`src/rtl/mbx_pkg.sv`:
```
package mbx_pkg;
    localparam int WORD_W = 32;
    localparam int PTR_W  = 8;

    typedef struct packed {
        logic              ovf;
        logic              notify;
        logic [WORD_W-1:0] rdata;
    } mbx_ctrl_t;

    function automatic logic [WORD_W-1:0] pad_word(logic [WORD_W-1:0] w, logic [1:0] nbytes);
        logic [WORD_W-1:0] m;
        case (nbytes)
            2'd1:    m = 32'h0000_00FF;
            2'd2:    m = 32'h0000_FFFF;
            2'd3:    m = 32'h00FF_FFFF;
            default: m = 32'hFFFF_FFFF;
        endcase
        return w & m;
    endfunction
endpackage

```
`src/rtl/mbx_ptr.sv`:
```
module mbx_ptr #(
    parameter int DEPTH = 8,
    localparam int IDX_W = (DEPTH > 1) ? $clog2(DEPTH) : 1
) (
    input  logic                    clk,
    input  logic                    rst_n,
    input  logic                    adv,
    output logic [mbx_pkg::PTR_W-1:0] ptr,
    output logic [IDX_W-1:0]        idx
);
    localparam logic [IDX_W-1:0] LAST = IDX_W'(DEPTH - 1);

    logic [mbx_pkg::PTR_W-1:0] ptr_d, ptr_q;
    logic [IDX_W-1:0]          idx_d, idx_q;

    // Free-running software pointer plus a storage index that wraps at DEPTH
    always_comb begin
        ptr_d = ptr_q;
        idx_d = idx_q;
        if (adv) begin
            ptr_d = ptr_q + 1'b1;
            idx_d = (idx_q == LAST) ? '0 : idx_q + 1'b1;
        end
    end

    always_ff @(posedge clk or negedge rst_n) begin
        if (!rst_n) begin
            ptr_q <= '0;
            idx_q <= '0;
        end else begin
            ptr_q <= ptr_d;
            idx_q <= idx_d;
        end
    end

    assign ptr = ptr_q;
    assign idx = idx_q;
endmodule

```
`src/rtl/mbx_store.sv`:
```
module mbx_store #(
    parameter int DEPTH = 8,
    localparam int IDX_W = (DEPTH > 1) ? $clog2(DEPTH) : 1
) (
    input  logic                       clk,
    input  logic                       rst_n,
    input  logic                       we,
    input  logic [IDX_W-1:0]           widx,
    input  logic [mbx_pkg::WORD_W-1:0] wdata,
    input  logic [IDX_W-1:0]           ridx,
    output logic [mbx_pkg::WORD_W-1:0] rdata
);
    logic [mbx_pkg::WORD_W-1:0] mem_d [DEPTH];
    logic [mbx_pkg::WORD_W-1:0] mem_q [DEPTH];

    always_comb begin
        for (int i = 0; i < DEPTH; i++) begin
            mem_d[i] = mem_q[i];
            if (we && (widx == IDX_W'(i))) mem_d[i] = wdata;
        end
    end

    always_ff @(posedge clk or negedge rst_n) begin
        if (!rst_n) begin
            for (int i = 0; i < DEPTH; i++) mem_q[i] <= '0;
        end else begin
            for (int i = 0; i < DEPTH; i++) mem_q[i] <= mem_d[i];
        end
    end

    assign rdata = mem_q[ridx];
endmodule

```
`src/rtl/dword_mailbox.sv`:
```
module dword_mailbox #(
    parameter int DEPTH = 8
) (
    input  logic        clk,
    input  logic        rst_n,
    input  logic        wr_en,
    input  logic [31:0] wr_data,
    input  logic [1:0]  wr_bytes,
    input  logic        rd_en,
    output logic [31:0] rd_data,
    output logic [31:0] status,
    output logic        overflow_o,
    output logic        notify_o,
    input  logic        notify_req
);
    import mbx_pkg::*;

    localparam int IDX_W = (DEPTH > 1) ? $clog2(DEPTH) : 1;
    localparam logic [PTR_W-1:0] DEPTH8 = PTR_W'(DEPTH);

    logic [PTR_W-1:0]  wptr, rptr, filled;
    logic [IDX_W-1:0]  widx, ridx;
    logic [WORD_W-1:0] slot_out;
    logic              empty, full, do_rd, do_wr;
    mbx_ctrl_t         ctl_d, ctl_q;

    // Occupancy from the 8-bit pointer difference
    assign filled = wptr - rptr;
    assign empty  = (filled == '0);
    assign full   = (filled == DEPTH8);
    assign do_rd  = rd_en && !empty;
    assign do_wr  = wr_en && (!full || do_rd);

    mbx_ptr #(.DEPTH(DEPTH)) u_wptr (
        .clk(clk), .rst_n(rst_n), .adv(do_wr), .ptr(wptr), .idx(widx)
    );

    mbx_ptr #(.DEPTH(DEPTH)) u_rptr (
        .clk(clk), .rst_n(rst_n), .adv(do_rd), .ptr(rptr), .idx(ridx)
    );

    mbx_store #(.DEPTH(DEPTH)) u_store (
        .clk(clk), .rst_n(rst_n), .we(do_wr), .widx(widx),
        .wdata(pad_word(wr_data, wr_bytes)), .ridx(ridx), .rdata(slot_out)
    );

    always_comb begin
        ctl_d        = ctl_q;
        ctl_d.notify = notify_req;
        ctl_d.ovf    = ctl_q.ovf | (wr_en && !do_wr);
        if (rd_en) ctl_d.rdata = empty ? '0 : slot_out;
    end

    always_ff @(posedge clk or negedge rst_n) begin
        if (!rst_n) ctl_q <= '0;
        else        ctl_q <= ctl_d;
    end

    assign rd_data    = ctl_q.rdata;
    assign overflow_o = ctl_q.ovf;
    assign notify_o   = ctl_q.notify;
    assign status     = {DEPTH8, wptr, rptr, 8'h00};
endmodule

```
`config.mk`:
```
export PLATFORM = sky130hd
export DESIGN_NAME = dword_mailbox
export DESIGN_NICKNAME = d
export VERILOG_FILES = /design/src/rtl/mbx_pkg.sv /design/src/rtl/mbx_ptr.sv /design/src/rtl/mbx_store.sv /design/src/rtl/dword_mailbox.sv
export SDC_FILE = /design/constraint.sdc
export NUM_CORES = 1
export LEC_CHECK = 0
export ABC_AREA = 1
export CELL_PAD_IN_SITES_DETAIL_PLACEMENT = 1
export CELL_PAD_IN_SITES_GLOBAL_PLACEMENT = 1
export CORE_ASPECT_RATIO = 1.25
export CORE_UTILIZATION = 44
export CTS_CLUSTER_SIZE = 40
export DETAILED_ROUTE_END_ITERATION = 12
export DONT_BUFFER_PORTS = 1
export GPL_ROUTABILITY_DRIVEN = 0
export PLACE_DENSITY_LB_ADDON = 0.25
export SYNTH_ARGS = -nofsm -noshare
export SYNTH_HDL_FRONTEND = slang
export SYNTH_SLANG_ARGS = --single-unit
```
`constraint.sdc`:
```
create_clock -name clk -period 2.9 [get_ports clk]
set_input_delay 0.29 -clock clk [delete_from_list [all_inputs] [get_ports clk]]
set_output_delay 0.29 -clock clk [all_outputs]
set_load 0.01 [all_outputs]
```
==> results of run 1 <==
[area by class of cell]
type | instances | share of cell area (%)
repair buffers | 85 | 4.71
well taps | 474 | 3.35
clock inverters | 10 | 0.878
flip-flops and latches | 312 | 44.2
clock buffers | 50 | 6.02
inverters | 68 | 1.46
multi-input cells | 1467 | 39.4
[cells by family after synthesis]
logic type | Yosys count | share of synthesized area, %
and+or+nand+nor | 1278 | 35.8
adders and majority gates | 19 | 1.50
DFF | 312 | 49.1
buffers and inverters | 264 | 7.58
AOI/OAI and AO/OA | 142 | 5.24
other | 2 | 0.0473
xor gates and xnor gates | 12 | 0.661
[registers in the layout, indices dropped and copies added, names as in the netlist]
name,count
u_wptr.ptr,8
notify_o,1
u_wptr.idx,3
u_rptr.ptr,8
overflow_o,1
u_store.mem_q,256
rd_data,32
u_rptr.idx,3
[critical path, delay by kind of cell, from the launching register on]
family | cells | cell delay (ns)
compound gates | 1 | 0.18
flops | 1 | 0.45
fa+ha+maj | 1 | 0.36
buf+inv | 3 | 0.48
simple gates | 8 | 1.08
[synthesized netlist by cell type (all sizes together) (19+ instances only)]
master / n
buf: 95
a32oi: 31
o21ai: 44
inv: 67
a21oi: 65
nand3: 128
nand2: 851
nor2: 32
nand4: 262
dfrtp: 312
ha: 19
clkbuf: 101
[cell usage in the layout (no fill, tap or decap), drive strengths merged, types with 31 or more instances in the layout]
| cell type | count |
|---|---|
| nor2 | 32 |
| a21oi | 65 |
| a32oi | 31 |
| dfrtp | 312 |
| buf | 69 |
| inv | 67 |
| nand4 | 262 |
| nand2 | 851 |
| o21ai | 44 |
| clkbuf | 50 |
| nand3 | 128 |
[metal layers]
layer	wire length (um)	global-route usage (%)
met4	1680	10.1
met5	0	0
met3	2850	3.53
met2	27700	50.4
met1	23200	38.4
[where the power goes]
group,switching (mW),internal [mW]
Sequential,1.34,6.28
Combinational,4.77,2.42
Clock,1.86,2.91
[worst paths after layout]
kind	startpoint	to	slack (ns)	cells past startpoint
max	u_rptr.ptr[6]	u_store.mem_q[141]	0.09	13
min	rst_n	u_wptr.ptr[5]	-0.54	0
max reg2reg	u_rptr.ptr[6]	u_store.mem_q[141]	0.09	13
min reg2reg	u_store.mem_q[214]	u_store.mem_q[214]	0.47	2
max in group asynchronous	rst_n	u_store.mem_q[179]	2.89	0
min in group clk	wr_en	u_store.mem_q[63]	0.11	3
[timing repair]
item,4_1_cts,5_1_grt
hold buffers,11,9
hold endpoints to repair,582,354
resized for setup,0,6
setup endpoints to repair,0,107
==> results.txt, run 1 <==
----------------------------------------------------
[Status]
  Outcome ... finished, violations left
  Violated checks ... hold timing

[Timing]
  Worst path setup slack after routing ... 0.0909 ns
  Least-Margin Pin Slew ... 1.23 ns
  Total Negative Setup Slacks ... 0 ns
  Layout Skew ... 0.0138 ns
  Top achievable clock speed ... 0.356 GHz
  Final-report setup violation count ... 0
  Minimum hold slack ... -0.541 ns
  Max Transition Viols Final ... 0
  Worst rel slew slack ... 17.5%
  Unrepaired setup endpoints after global routing ... yes
  Period minus WS final ... 2.81 ns
  Final number of hold-violating endpoints ... 312
  Crit share post-route ... 96.9%

[Yosys]
  Count of different cell masters after synthesis ... 28
  Synthesized instance count ... 2,029
  Number of storage elements in the synthesis netlist ... 312
  Yosys top cell by area ... sky130_fd_sc_hd__dfrtp_1
  Post-synth ARST share ... 100%
  Sequential fraction of the synthesis area ... 49.1%
  Ranking of synthesized cells by area ... sky130_fd_sc_hd__dfrtp_1 (49%), sky130_fd_sc_hd__nand2_1 (20%), sky130_fd_sc_hd__nand4_1 (10%)
  Synthesized area divided by synthesized cell count ... 7.83 um^2
  Post-synth EDFFs ... 0
  Synth Warn # ... 0
  Most used flip-flop cell after synthesis ... sky130_fd_sc_hd__dfrtp_1
  Netlist Area Pre-Place ... 15,900 um^2
  Yosys top cell area share ... 49.1%

[Critical path]
  WS Path Type ... flip-flop to flip-flop
  Highest cell delay on the worst timing path ... 0.45 ns
  Capturing element type of the critical path ... flip-flop
  Required time reported for the critical path endpoint ... 3.30 ns
  Data arrival time of the worst path ... 3.21 ns
  Most prevalent standard cell on the critical path ... sky130_fd_sc_hd__nand2_1
  Crit-path cells ... inv_1 > ha_1 > nand2_1 > inv_1 > a21oi_1 > nand2_1 > nand2_1 > nand2_1 > nor2_2 > nand3_4 > buf_12 > nand4_1 > nand2_1
  Nature of the critical path startpoint ... flip-flop
  Crit-path max FO ... 115
  Cell with the largest stage delay on the worst path ... sky130_fd_sc_hd__dfrtp_1

[CTS]
  Clock-pin slew on the worst setup and hold paths ... 0.06 ns
  Post-CTS Setup Bufs ... 0
  H-tree Lvls ... 2
  Longest Clk Path Bufs ... 3
  Clock tree from TritonCTS ... yes
  Root Buffer Master ... sky130_fd_sc_hd__clkbuf_16
  Clock latency of the later-clocked register in the worst-skew pair ... 0.53 ns
  TritonCTS Buffers ... 36
  Number of sinks on the clock net ... 312

[GRT]
  Via count of the first global-routing pass ... 15,312
  Largest net degree at the start of global routing ... 313
  Initial antenna violation count ... 0
  Aggregate global routing overflow ... 0
  Global-route total usage across every layer ... 29.5%
  Global-route wire length before repair ... 85,500 um

[Place]
  Instance area after placement ... 16,200 um^2
  Number of buffer cells added on primary ports ... 0
  Placed instance count ... 2,386
  Placed wire-length estimate after detailed placement ... 29,800 um
  Worst slack, placed ... 0.159 ns

[Drt]
  Drc violations ... 0
  First-iteration detailed-routing DRC count ... 1,337
  Wire length reported by the detailed router ... 55,400 um
  Total number of vias ... 14,743
  Number of search-and-repair iterations in the first detailed-routing pass ... 5
  Via/cell ratio ... 5.98
  Post-detailed-route count of antenna-violating nets ... 0
  Routed wirelength normalized by instance count ... 22.5 um

[Layout]
  Fin nets ... 2,028
  Final core utilization ... 49.9%
  Combined area of the multi-input logic cells ... 6960 um^2
  Post-layout instance area ... 17,700 um^2
  Final Instance Count excl. Fillers ... 2,466
  Area of all sequential standard cells ... 7810 um^2
  Layout area overhead ... 11.3%
  Number of fillers in the final layout ... 4,324
  Proportion of layout cells with a drive suffix above 1 ... 7.53%
  Number of inserted diodes ... 0

[Pwr]
  VDD IR-drop max ... 0.442 mV
  Cell leakage power ... 8.98 nW
  Power density cells ... 1110 nW/um^2
  Post-layout power ... 19.6 mW

[Die]
  Horiz. Die Dim ... 172 um
  Total I/O pin count ... 105
  Number of core rows ... 77
  Initial core utilization ... 44.8%
  Vert. Die Dim ... 214 um
  Die footprint ... 36,900 um^2
  Standard cell core area ... 35,500 um^2

[Hold path]
  Hold/Removal Path Class ... input pin to async pin

[Run]
  Number of max-capacitance violations reported ... 0

----------------------------------------------------
No activity file was read; power rests on OpenSTA's default activity.
==> run 2: changes to the inputs <==
clock period = 3.1 ns   (was 2.9 ns; I/O delays follow)
==> results.txt, run 2 (synthesis results as in run 1) <==
----------------------------------------------------
[Place]
  Placed wire-length estimate after detailed placement ... 28,700 um
  Placed instance count ... 2,372
  Instance area after placement ... 16,100 um^2
  Worst slack, placed ... 0.145 ns
  Number of buffer cells added on primary ports ... 0

[Critical path]
  Cells on worst reg2reg path ... 11
  CP Depth ... 11
  Highest cell delay on the worst timing path ... 0.44 ns
  Capturing element type of the critical path ... flip-flop
  Count of buffering cells on the critical path with inverters included ... 2
  Worst path top cell family by delay ... simple AND/OR/NAND/NOR gates
  Crit-path max FO ... 17
  Cell with the largest stage delay on the worst path ... sky130_fd_sc_hd__nand3_2
  Crit-path cells ... inv_1 > ha_1 > or2_4 > nand3_1 > nand3_1 > nor2_1 > nand3_2 > nand3_2 > buf_4 > nand2_1 > nand2_1
  Data arrival time of the worst path ... 3.42 ns
  Nature of the critical path startpoint ... flip-flop
  Required time reported for the critical path endpoint ... 3.57 ns
  WS Path Type ... flip-flop to flip-flop

[Drt]
  Drc violations ... 0
  Number of search-and-repair iterations in the first detailed-routing pass ... 5
  Via/cell ratio ... 5.88
  First-iteration detailed-routing DRC count ... 1,215
  Wire length reported by the detailed router ... 53,600 um
  Routed wirelength normalized by instance count ... 21.7 um
  Post-detailed-route count of antenna-violating nets ... 0
  Total number of vias ... 14,510

[GRT]
  Global-route total usage across every layer ... 29.2%
  Global-route wire length before repair ... 84,000 um
  Aggregate global routing overflow ... 0
  Largest net degree at the start of global routing ... 313
  Via count of the first global-routing pass ... 15,025
  Initial antenna violation count ... 1

[Timing]
  Minimum hold slack ... -0.517 ns
  Period minus WS final ... 2.95 ns
  Layout Skew ... 0.0255 ns
  Top achievable clock speed ... 0.339 GHz
  Final-report setup violation count ... 0
  Worst rel slew slack ... -0.143%
  Max Transition Viols Final ... 14
  Least-Margin Pin Slew ... 1.50 ns
  Worst path setup slack after routing ... 0.149 ns
  Unrepaired setup endpoints after global routing ... yes
  Crit share post-route ... 95.2%
  Final number of hold-violating endpoints ... 312

[Die]
  Horiz. Die Dim ... 172 um
  Vert. Die Dim ... 214 um
  Die footprint ... 36,900 um^2
  Standard cell core area ... 35,500 um^2
  Number of core rows ... 77
  Total I/O pin count ... 105
  Initial core utilization ... 44.8%

[Run]
  Number of max-capacitance violations reported ... 0

[Pwr]
  Power density cells ... 1030 nW/um^2
  Cell leakage power ... 8.91 nW
  VDD IR-drop max ... 0.540 mV

[Layout]
  Layout area overhead ... 11.2%
  Largest Register ... u_store.mem_q
  Number of flip-flops under the largest register name ... 256
  Post-layout instance area ... 17,700 um^2
  Top library cells by usage in the layout, fill and taps aside ... sky130_fd_sc_hd__nand2_1 (849), sky130_fd_sc_hd__dfrtp_1 (310), sky130_fd_sc_hd__nand4_1 (262), sky130_fd_sc_hd__nand3_1 (116), sky130_fd_sc_hd__inv_1 (66)
  Most common library cell in the layout ignoring fill and taps ... sky130_fd_sc_hd__nand2_1
  Proportion of layout cells with a drive suffix above 1 ... 6.77%
  Fin nets ... 2,027
  Final Instance Count excl. Fillers ... 2,469

[CTS]
  H-tree Lvls ... 2
  Clock latency of the later-clocked register in the worst-skew pair ... 0.54 ns
  Longest Clk Path Bufs ... 3
  Clock-pin slew on the worst setup and hold paths ... 0.06 ns
  Clock tree from TritonCTS ... yes
  TritonCTS Buffers ... 36
  Number of sinks on the clock net ... 312
  Root Buffer Master ... sky130_fd_sc_hd__clkbuf_16

[Status]
  Outcome ... finished, violations left
  Violated checks ... hold timing, slew limit

[Hold path]
  Hold/Removal Path Class ... input pin to async pin

----------------------------------------------------
==> run 2: cell types whose count changed in the layout (fill, tap and decap cells not counted), moves of 2 or more <==
cell | previous run | this run
sky130_fd_sc_hd__buf_4 | 54 | 46
sky130_fd_sc_hd__buf_6 | 4 | 1
sky130_fd_sc_hd__clkinvlp_4 | 2 | 0
sky130_fd_sc_hd__clkbuf_1 | 4 | 9
sky130_fd_sc_hd__clkbuf_8 | 9 | 11
sky130_fd_sc_hd__clkinv_2 | 5 | 2
sky130_fd_sc_hd__dlygate4sd3_1 | 16 | 28
sky130_fd_sc_hd__inv_6 | 0 | 2
==> run 2: final timing paths <==
kind,from,to,slack [ns]
worst min-delay path,rst_n,u_rptr.ptr[7],-0.52
worst max-delay path,u_rptr.ptr[2],u_store.mem_q[21],0.15
worst min register to register,u_store.mem_q[94],u_store.mem_q[94],0.47
worst max register to register,u_rptr.ptr[2],u_store.mem_q[21],0.15
min in group clk,wr_en,u_store.mem_q[183],0.02
max in group asynchronous,rst_n,u_rptr.idx[0],2.22
==> run 2: through the flow <==
step / power (mW) / setup TNS [ns] / utilization (%)
CTS: 18.2 / 0 / 49.5
global route: 19.4 / -1.66 / 49.8
global placement: 13.3 / 0 / 45.4
finish: 18.2 / 0 / 49.8
detailed placement: 13.6 / 0 / 45.4
floorplan: 11.4 / 0 / -
==> run 2: what timing repair did <==
item | 4_1_cts | 5_1_grt
resized for setup | 0 | 2
setup endpoints to repair | 0 | 87
hold buffers | 22 | 6
endpoints found under the hold margin | 579 | 340
buffers inserted | 0 | 4
==> run 2: metal layers <==
layer  part of all wire [%]  routed length, um  GRT usage [%]  vias to the layer above
met5                      0                  0              0                        -
met4                    2.6               1370           8.94                        0
met3                    4.6               2480           3.45                       85
met2                     50              26700           49.8                      355
met1                     43              23000           38.5                     7431
li1                       -                  -              -                     6639
==> run 2: power breakdown <==
part           internal, mW  switching (mW)
clock network          2.70            1.73
registers              5.88            1.25
logic                  2.21            4.43
total                  10.8            7.41
==> run 2: final cells by class <==
cell class                      count  area, um^2
Sequential cell                   312        7810
Clock inverter                      6         113
Timing Repair Buffer               83         797
Inverter                           68         259
Clock buffer                       57        1110
Multi-Input combinational cell   1468        6980
Antenna cell                        1        2.50
Tap cell                          474         593
Fill cell                        4322       17800
